## src/rtl/acp_pkg.sv

```systemverilog
package acp_pkg;
  typedef struct packed {
    logic wrReg;
    logic rdReg;
    logic ackByte;
  } accStrobe_t;
endpackage

```

## src/rtl/acp_step.sv

```systemverilog
module acp_step #(
  parameter int PTR_W  = 6,
  parameter int LAST   = 38,
  parameter int PWM_LO = 2,
  parameter int PWM_HI = 25,
  parameter int GRP_LO = 26,
  parameter int GRP_HI = 27
) (
  input  logic [PTR_W-1:0] ptr,
  input  logic             aif,
  input  logic [1:0]       aiMode,
  output logic [PTR_W-1:0] nextPtr
);
  localparam logic [PTR_W-1:0] LAST_P   = PTR_W'(LAST);
  localparam logic [PTR_W-1:0] PWM_LO_P = PTR_W'(PWM_LO);
  localparam logic [PTR_W-1:0] PWM_HI_P = PTR_W'(PWM_HI);
  localparam logic [PTR_W-1:0] GRP_LO_P = PTR_W'(GRP_LO);
  localparam logic [PTR_W-1:0] GRP_HI_P = PTR_W'(GRP_HI);

  logic [PTR_W-1:0] winLo, winHi;

  always_comb begin
    case (aiMode)
      2'b00:   begin winLo = '0;       winHi = LAST_P;   end
      2'b01:   begin winLo = PWM_LO_P; winHi = PWM_HI_P; end
      2'b10:   begin winLo = GRP_LO_P; winHi = GRP_HI_P; end
      default: begin winLo = PWM_LO_P; winHi = GRP_HI_P; end
    endcase
    if (!aif)              nextPtr = ptr;
    else if (ptr >= winHi) nextPtr = winLo;
    else                   nextPtr = ptr + 1'b1;
  end
endmodule

```

## src/rtl/acp_ctrl.sv

```systemverilog
module acp_ctrl
  import acp_pkg::*;
#(
  parameter int PTR_W  = 6,
  parameter int LAST   = 38,
  parameter int PWM_LO = 2,
  parameter int PWM_HI = 25,
  parameter int GRP_LO = 26,
  parameter int GRP_HI = 27
) (
  input  logic             clk,
  input  logic             rstN,
  input  logic             start,
  input  logic             byteValid,
  input  logic             rw,
  input  logic [7:0]       dataIn,
  input  logic [1:0]       aiMode,
  output logic [PTR_W-1:0] ptr,
  output logic             aif,
  output logic             ptrOk,
  output logic             expectCtrl,
  output accStrobe_t       stb
);
  localparam logic [PTR_W-1:0] LAST_P = PTR_W'(LAST);

  logic             isCtrl, isData, ctrlGood;
  logic [PTR_W-1:0] nextPtr;
  logic [PTR_W-1:0] ctrlPtr;

  assign ctrlPtr  = dataIn[PTR_W-1:0];
  assign isCtrl   = byteValid & ~rw & (expectCtrl | start);
  assign isData   = byteValid & ~isCtrl;
  assign ctrlGood = (ctrlPtr <= LAST_P) & ~dataIn[6];

  acp_step #(
    .PTR_W(PTR_W), .LAST(LAST), .PWM_LO(PWM_LO), .PWM_HI(PWM_HI),
    .GRP_LO(GRP_LO), .GRP_HI(GRP_HI)
  ) u_step (
    .ptr(ptr), .aif(aif), .aiMode(aiMode), .nextPtr(nextPtr)
  );

  always_comb begin
    stb.wrReg   = isData & ~rw & ptrOk;
    stb.rdReg   = isData & rw & ptrOk;
    stb.ackByte = isCtrl ? ctrlGood : (isData & ptrOk);
  end

  always_ff @(posedge clk) begin
    if (!rstN) begin
      ptr        <= '0;
      aif        <= 1'b0;
      ptrOk      <= 1'b1;
      expectCtrl <= 1'b0;
    end else begin
      if (isCtrl)     expectCtrl <= 1'b0;
      else if (start) expectCtrl <= 1'b1;

      if (isCtrl) begin
        ptr   <= ctrlPtr;
        aif   <= dataIn[7];
        ptrOk <= ctrlGood;
      end else if (isData && ptrOk) begin
        ptr <= nextPtr;
      end
    end
  end
endmodule

```

## src/rtl/acp_regs.sv

```systemverilog
module acp_regs
  import acp_pkg::*;
#(
  parameter int DATA_W   = 8,
  parameter int NUM_REGS = 39,
  parameter int PTR_W    = 6,
  parameter int MODE_IDX = 0,
  parameter int AI_LSB   = 5
) (
  input  logic              clk,
  input  logic              rstN,
  input  accStrobe_t        stb,
  input  logic [PTR_W-1:0]  ptr,
  input  logic              aif,
  input  logic [DATA_W-1:0] dataIn,
  output logic [1:0]        aiMode,
  output logic              ack,
  output logic [DATA_W-1:0] rdData
);
  localparam logic [PTR_W-1:0] MODE_P = PTR_W'(MODE_IDX);
  localparam logic [PTR_W-1:0] CNT_P  = PTR_W'(NUM_REGS);

  logic [DATA_W-1:0] regs [NUM_REGS];
  logic [DATA_W-1:0] rdWord;

  for (genvar i = 0; i < NUM_REGS; i++) begin : g_reg
    logic hit;
    assign hit = stb.wrReg && (ptr == PTR_W'(i));
    if (i == MODE_IDX) begin : g_mode
      always_ff @(posedge clk) begin
        if (!rstN)    regs[i] <= '0;
        else if (hit) regs[i] <= {1'b0, dataIn[DATA_W-2:0]};
      end
    end else begin : g_plain
      always_ff @(posedge clk) begin
        if (!rstN)    regs[i] <= '0;
        else if (hit) regs[i] <= dataIn;
      end
    end
  end

  assign aiMode = regs[MODE_IDX][AI_LSB+1:AI_LSB];

  always_comb begin
    rdWord = '0;
    if (ptr < CNT_P) rdWord = regs[ptr];
    if (ptr == MODE_P) rdWord[DATA_W-1] = aif;
  end

  always_ff @(posedge clk) begin
    if (!rstN) begin
      ack    <= 1'b0;
      rdData <= '0;
    end else begin
      ack    <= stb.ackByte;
      rdData <= stb.rdReg ? rdWord : '0;
    end
  end
endmodule

```

## src/rtl/autoinc_regport.sv

```systemverilog
module autoinc_regport
  import acp_pkg::*;
#(
  parameter int DATA_W   = 8,
  parameter int PTR_W    = 6,
  parameter int NUM_REGS = 39,
  parameter int PWM_LO   = 2,
  parameter int PWM_HI   = 25,
  parameter int GRP_LO   = 26,
  parameter int GRP_HI   = 27
) (
  input  logic              clk,
  input  logic              rstN,
  input  logic              start,
  input  logic              byteValid,
  input  logic              rw,
  input  logic [DATA_W-1:0] dataIn,
  output logic              ack,
  output logic [DATA_W-1:0] rdData
);
  localparam int LAST = NUM_REGS - 1;

  accStrobe_t       stb;
  logic [PTR_W-1:0] ptr;
  logic             aif, ptrOk, expectCtrl;
  logic [1:0]       aiMode;

  acp_ctrl #(
    .PTR_W(PTR_W), .LAST(LAST), .PWM_LO(PWM_LO), .PWM_HI(PWM_HI),
    .GRP_LO(GRP_LO), .GRP_HI(GRP_HI)
  ) u_ctrl (
    .clk(clk), .rstN(rstN), .start(start), .byteValid(byteValid), .rw(rw),
    .dataIn(dataIn), .aiMode(aiMode), .ptr(ptr), .aif(aif), .ptrOk(ptrOk),
    .expectCtrl(expectCtrl), .stb(stb)
  );

  acp_regs #(
    .DATA_W(DATA_W), .NUM_REGS(NUM_REGS), .PTR_W(PTR_W)
  ) u_regs (
    .clk(clk), .rstN(rstN), .stb(stb), .ptr(ptr), .aif(aif), .dataIn(dataIn),
    .aiMode(aiMode), .ack(ack), .rdData(rdData)
  );
endmodule

```

## config.mk

```make
export PLATFORM = sky130hd
export DESIGN_NAME = autoinc_regport
export DESIGN_NICKNAME = d
export VERILOG_FILES = /design/src/rtl/acp_pkg.sv /design/src/rtl/acp_step.sv /design/src/rtl/acp_ctrl.sv /design/src/rtl/acp_regs.sv /design/src/rtl/autoinc_regport.sv
export SDC_FILE = /design/constraint.sdc
export NUM_CORES = 1
export LEC_CHECK = 0
export ABC_AREA = 1
export BUFFER_PORTS_ARGS = -buffer_cell sky130_fd_sc_hd__clkbuf_2
export CORE_ASPECT_RATIO = 1.25
export CORE_MARGIN = 2
export CORE_UTILIZATION = 55
export DETAILED_ROUTE_END_ITERATION = 12
export PLACE_DENSITY = 0.72
export SLEW_MARGIN = 25
export SYNTH_ARGS = -nofsm -noshare
export SYNTH_HDL_FRONTEND = slang
export SYNTH_SLANG_ARGS = --single-unit
```

## constraint.sdc

```tcl
create_clock -name clk -period 3.3 [get_ports clk]
set_input_delay 0.99 -clock clk [delete_from_list [all_inputs] [get_ports clk]]
set_output_delay 0.99 -clock clk [all_outputs]
set_load 0.01 [all_outputs]
```

==> out/summary.md <==
Setup slack closes at 839 ps. The worst setup path is of the input port to flop kind. The path with the worst hold slack has its endpoint at u_ctrl.aif. The number of vias per cell after detailed routing came out at 6.03.

The run gives 11400 as the number of global-route vias before repair. From synthesis to final layout, the design area changed by 11.0%. The worst setup path is captured at a flop. Together, buffers and inverters on the worst path number 5.

Worst-case clock buffer depth: 3. The H-tree was split into 2 levels. The overall global routing resource usage came out at 28.4%. For the number of antenna violations at the first check in global routing, the log shows 0. Among the stages of the critical path, the cell type that occurs most often is sky130_fd_sc_hd__nor2_1.

The congestion estimate from routability-driven global placement came to 0.875. From left edge to right edge, the die measures 155 um. Cells with a size suffix above 1 make up 10.3% of the layout. The worst hold path startpoint was u_ctrl.aif.

For this design the ratio of total power to cell area is 551 nW/um^2. The setup slack after placement was 339 ps; the slew at the pin with the worst max-slew slack was 1120 ps. A synthesized cell averages 9.84 sq um. In the final routed layout, each cell accounts on average for 21.3 um. The count of cells along the worst hold path was 2. The slowest stage of the critical path is the sky130_fd_sc_hd__inv_2 cell. The first global-routing pass estimated 64.1 mm of wire.

By area the synthesized netlist is led by sky130_fd_sc_hd__edfxtp_1 (59%), sky130_fd_sc_hd__nor2_1 (12%), sky130_fd_sc_hd__o21ai_0 (4.9%). The net count after synthesis is 1617. Leaving out fill and tap cells, the most frequent cells in the layout are sky130_fd_sc_hd__nor2_1 (509), sky130_fd_sc_hd__edfxtp_1 (311), sky130_fd_sc_hd__o21ai_0 (155). The setup check on the worst reg-to-reg path leaves a slack of 990 ps. Final core utilization: 61.7%.

The net total in the final layout was 1615. In the synthesized netlist the dominant register cell turns out to be sky130_fd_sc_hd__edfxtp_1. The signal on the critical path passes through clkbuf_2 -> inv_1 -> nand2_1 -> nor2_1 -> nor2_1 -> inv_2 -> nor2_4 -> inv_2 -> nor2_1 -> buf_4 -> nand3_1 -> nand2_1. Core footprint: 28200 sq um. The part of the cycle the worst path needs works out to 74.6%. Buffers placed on the I/O ports in this run total 21. Buffers inserted to repair hold after CTS numbered 0. The library cell used most frequently in the layout, excluding fill and tap cells, is sky130_fd_sc_hd__nor2_1. The tools report the number of buffers added by the clock tree synthesis step as 34. After detailed placement, the total cell area comes to 16300 sq um.

The final number of setup-violating endpoints was 0. TritonCTS built the clock tree. The logs give 0 for the max-slew violation total from the final report and 26.3 mm for the estimated wirelength of the detail-placed design. For this run, the top clock speed supported by timing is 0.406 GHz. At the later pin of the worst-skew pair, clock insertion delay measures 530 ps. The run gives 15700 sq um as the netlist area before placement. The run finished with clean final reports. Synthesis instantiated 32 different standard cells from the library. The number of enable flip-flop cells after synthesis is 311, and the required time at the worst-slack endpoint is 3500 ps. The sum of routed wire length over all layers came out at 42.1 mm. The area share of the leading cell type in the synthesized netlist was 59.5%; the initial core utilization was 55.6%. From bottom edge to top edge, the die measures 193 um. The worst-path maximum fanout is 11.

The number of hold-slack violations in the final timing report is 0, and the arrival time at the worst endpoint is 2660 ps. Synthesis produced a netlist whose cell count is 1596. The finished cells cover 17400 sq um. Summed over all layers, the global routing overflow is 0. The smallest clock period supported by the final layout is computed as 2460 ps. Summed over all instances, the cell type with the most area after synthesis is sky130_fd_sc_hd__edfxtp_1. After clock tree synthesis, the clock-pin slew on the worst setup and hold paths is 60 ps. The max-cap violation count came out at 0. The total DRC errors in the routed layout was 0; the number of top-level pins was 22.

The detail route stage leaves a number of antenna-violating nets equal to 0. The type of origin of the critical path was an input port. Measured in cells, the most critical reg-to-reg path has a length of 7. Across the routed clock network, the largest skew measured is 15.1 ps. The biggest cell delay along the critical path was 280 ps. Grouping stages by cell kind, the critical path spends the most delay in simple AND/OR/NAND/NOR gates.

In this run, synthesis produced a sequential element count of 335. Summing the sequential cell areas from Yosys gives 62.5% of the chip area. For the leakage power, the log shows 6.73 nW.

For the sum of negative setup slack, the log shows 0 ps. The min-delay analysis places its worst path in the category flop to flop. The number of antenna diodes in the final layout is 0. The row count is 69, and the overall via count from detail_route is 11900. Clock tree synthesis selected as its root buffer the cell sky130_fd_sc_hd__clkbuf_16. Setup repair after global routing left no endpoint under its margin. In this run the critical register-to-register path is captured at u_regs.rdData[0]. Clock tree synthesis found a total of 335 sinks. Post-CTS repair changed the size of 0 cells. For this run, the number of Yosys warnings is 0. The tools report the worst voltage drop across the vdd grid as 0.518 mV. The number of setup buffers added after CTS is 0. Entering global routing, the biggest net connects 160 pins. The die covers 29900 sq um. The number of search-and-repair iterations in the first detailed-routing pass came out at 7.

The async set or reset register ratio after synthesis is 0%. The relative max-transition margin is 25.1%. The number of DRC markers in iteration 0 came out at 1310.
-- logic make-up (layout without fill, tap and decap cells) --
family                   after synthesis  in the layout  synth area share, %
adder cells (fa/ha/maj)                8              8                0.637
AO/OA/AOI/OAI                        270            270                 9.80
flip-flops                           335            335                 62.5
XOR/XNOR                               3              3                0.167
AND/OR/NAND/NOR                      787            787                 22.0
buffers and inverters                193            217                 4.90
-- area by class of cell --
cell class | instances | area, sq um
tap | 355 | 444
multi-input combinational | 1068 | 5120
clock buffer | 53 | 1030
sequential | 335 | 9830
inverter | 80 | 303
timing repair buffer | 75 | 626
fill | 2258 | 10800
clock inverter | 9 | 90.1
-- per-stage QoR --
| stage | hold WS [ps] | std cells | total power (W) |
|---|---|---|---|
| 4_1_cts | 500 | 1975 | 0.00961 |
| 2_1_floorplan | 445 | 1596 | 0.00546 |
| 5_1_grt | 524 | 1975 | 0.00986 |
| 3_5_place_dp | 494 | 1913 | 0.00580 |
| 6_report | 495 | 1975 | 0.00961 |
| 3_3_place_gp | 480 | 1913 | 0.00579 |
-- synth_stat cells, types with 6 or more instances --
cell                       count
sky130_fd_sc_hd__inv_1        72
sky130_fd_sc_hd__nor2_4        7
sky130_fd_sc_hd__nand3_1     104
sky130_fd_sc_hd__ha_1          8
sky130_fd_sc_hd__nand4_1       8
sky130_fd_sc_hd__clkbuf_1     82
sky130_fd_sc_hd__dfxtp_1      24
sky130_fd_sc_hd__nand3_2       8
sky130_fd_sc_hd__nand4_2       8
sky130_fd_sc_hd__o22ai_1      10
sky130_fd_sc_hd__buf_2        24
sky130_fd_sc_hd__o211ai_1     64
sky130_fd_sc_hd__a21oi_1      35
sky130_fd_sc_hd__edfxtp_1    311
sky130_fd_sc_hd__inv_2         7
sky130_fd_sc_hd__o21ai_0     155
sky130_fd_sc_hd__nor2_1      509
sky130_fd_sc_hd__nand2_1     125
sky130_fd_sc_hd__nand4_4       6
-- where the power goes --
group	internal [W]	leakage, nW	total, W	switching [W]
clock	0.00230	0.545	0.00388	0.00158
combinational	0.000232	2.77	0.000896	0.000664
sequential	0.00478	3.41	0.00483	0.0000553
-- flip-flops by register name, indices dropped and copies added (netlist names), named ones only --
register           cells
u_ctrl.aif             1
u_ctrl.ptr             6
u_regs.ack             1
u_ctrl.expectCtrl      1
u_regs.regs          311
u_ctrl.ptrOk           1
u_regs.rdData          8
-- worst reg2reg max path: cells and delay by family, from the launching register on --
kind	cells	cell delay, ps
buf+inv	1	410
flops	1	390
compound gates	3	890
simple gates	3	530
-- worst max path at each step --
| stage | slack [ps] | start | endpoint | cells after the start |
|---|---|---|---|---|
| 6_report | 840 | rw | u_regs.regs[28][0] | 12 |
| 5_1_grt | 710 | rw | u_regs.regs[28][5] | 12 |
| 4_1_cts | 860 | rw | u_regs.regs[28][7] | 12 |
| 3_5_place_dp | 340 | rw | u_regs.regs[28][2] | 12 |
| 3_3_place_gp | 370 | start | u_regs.regs[8][3] | 11 |
| 2_1_floorplan | 440 | start | u_regs.regs[32][0] | 10 |
-- metal layers --
metal	track usage (%)	vias to the layer above	wire length (um)
met5	0	-	0
met4	14.4	0	1860
met3	3.48	96	3430
met2	47.4	610	20700
met1	37.1	5726	16100
li1	-	5474	-
No activity file was read; power rests on OpenSTA's default activity.
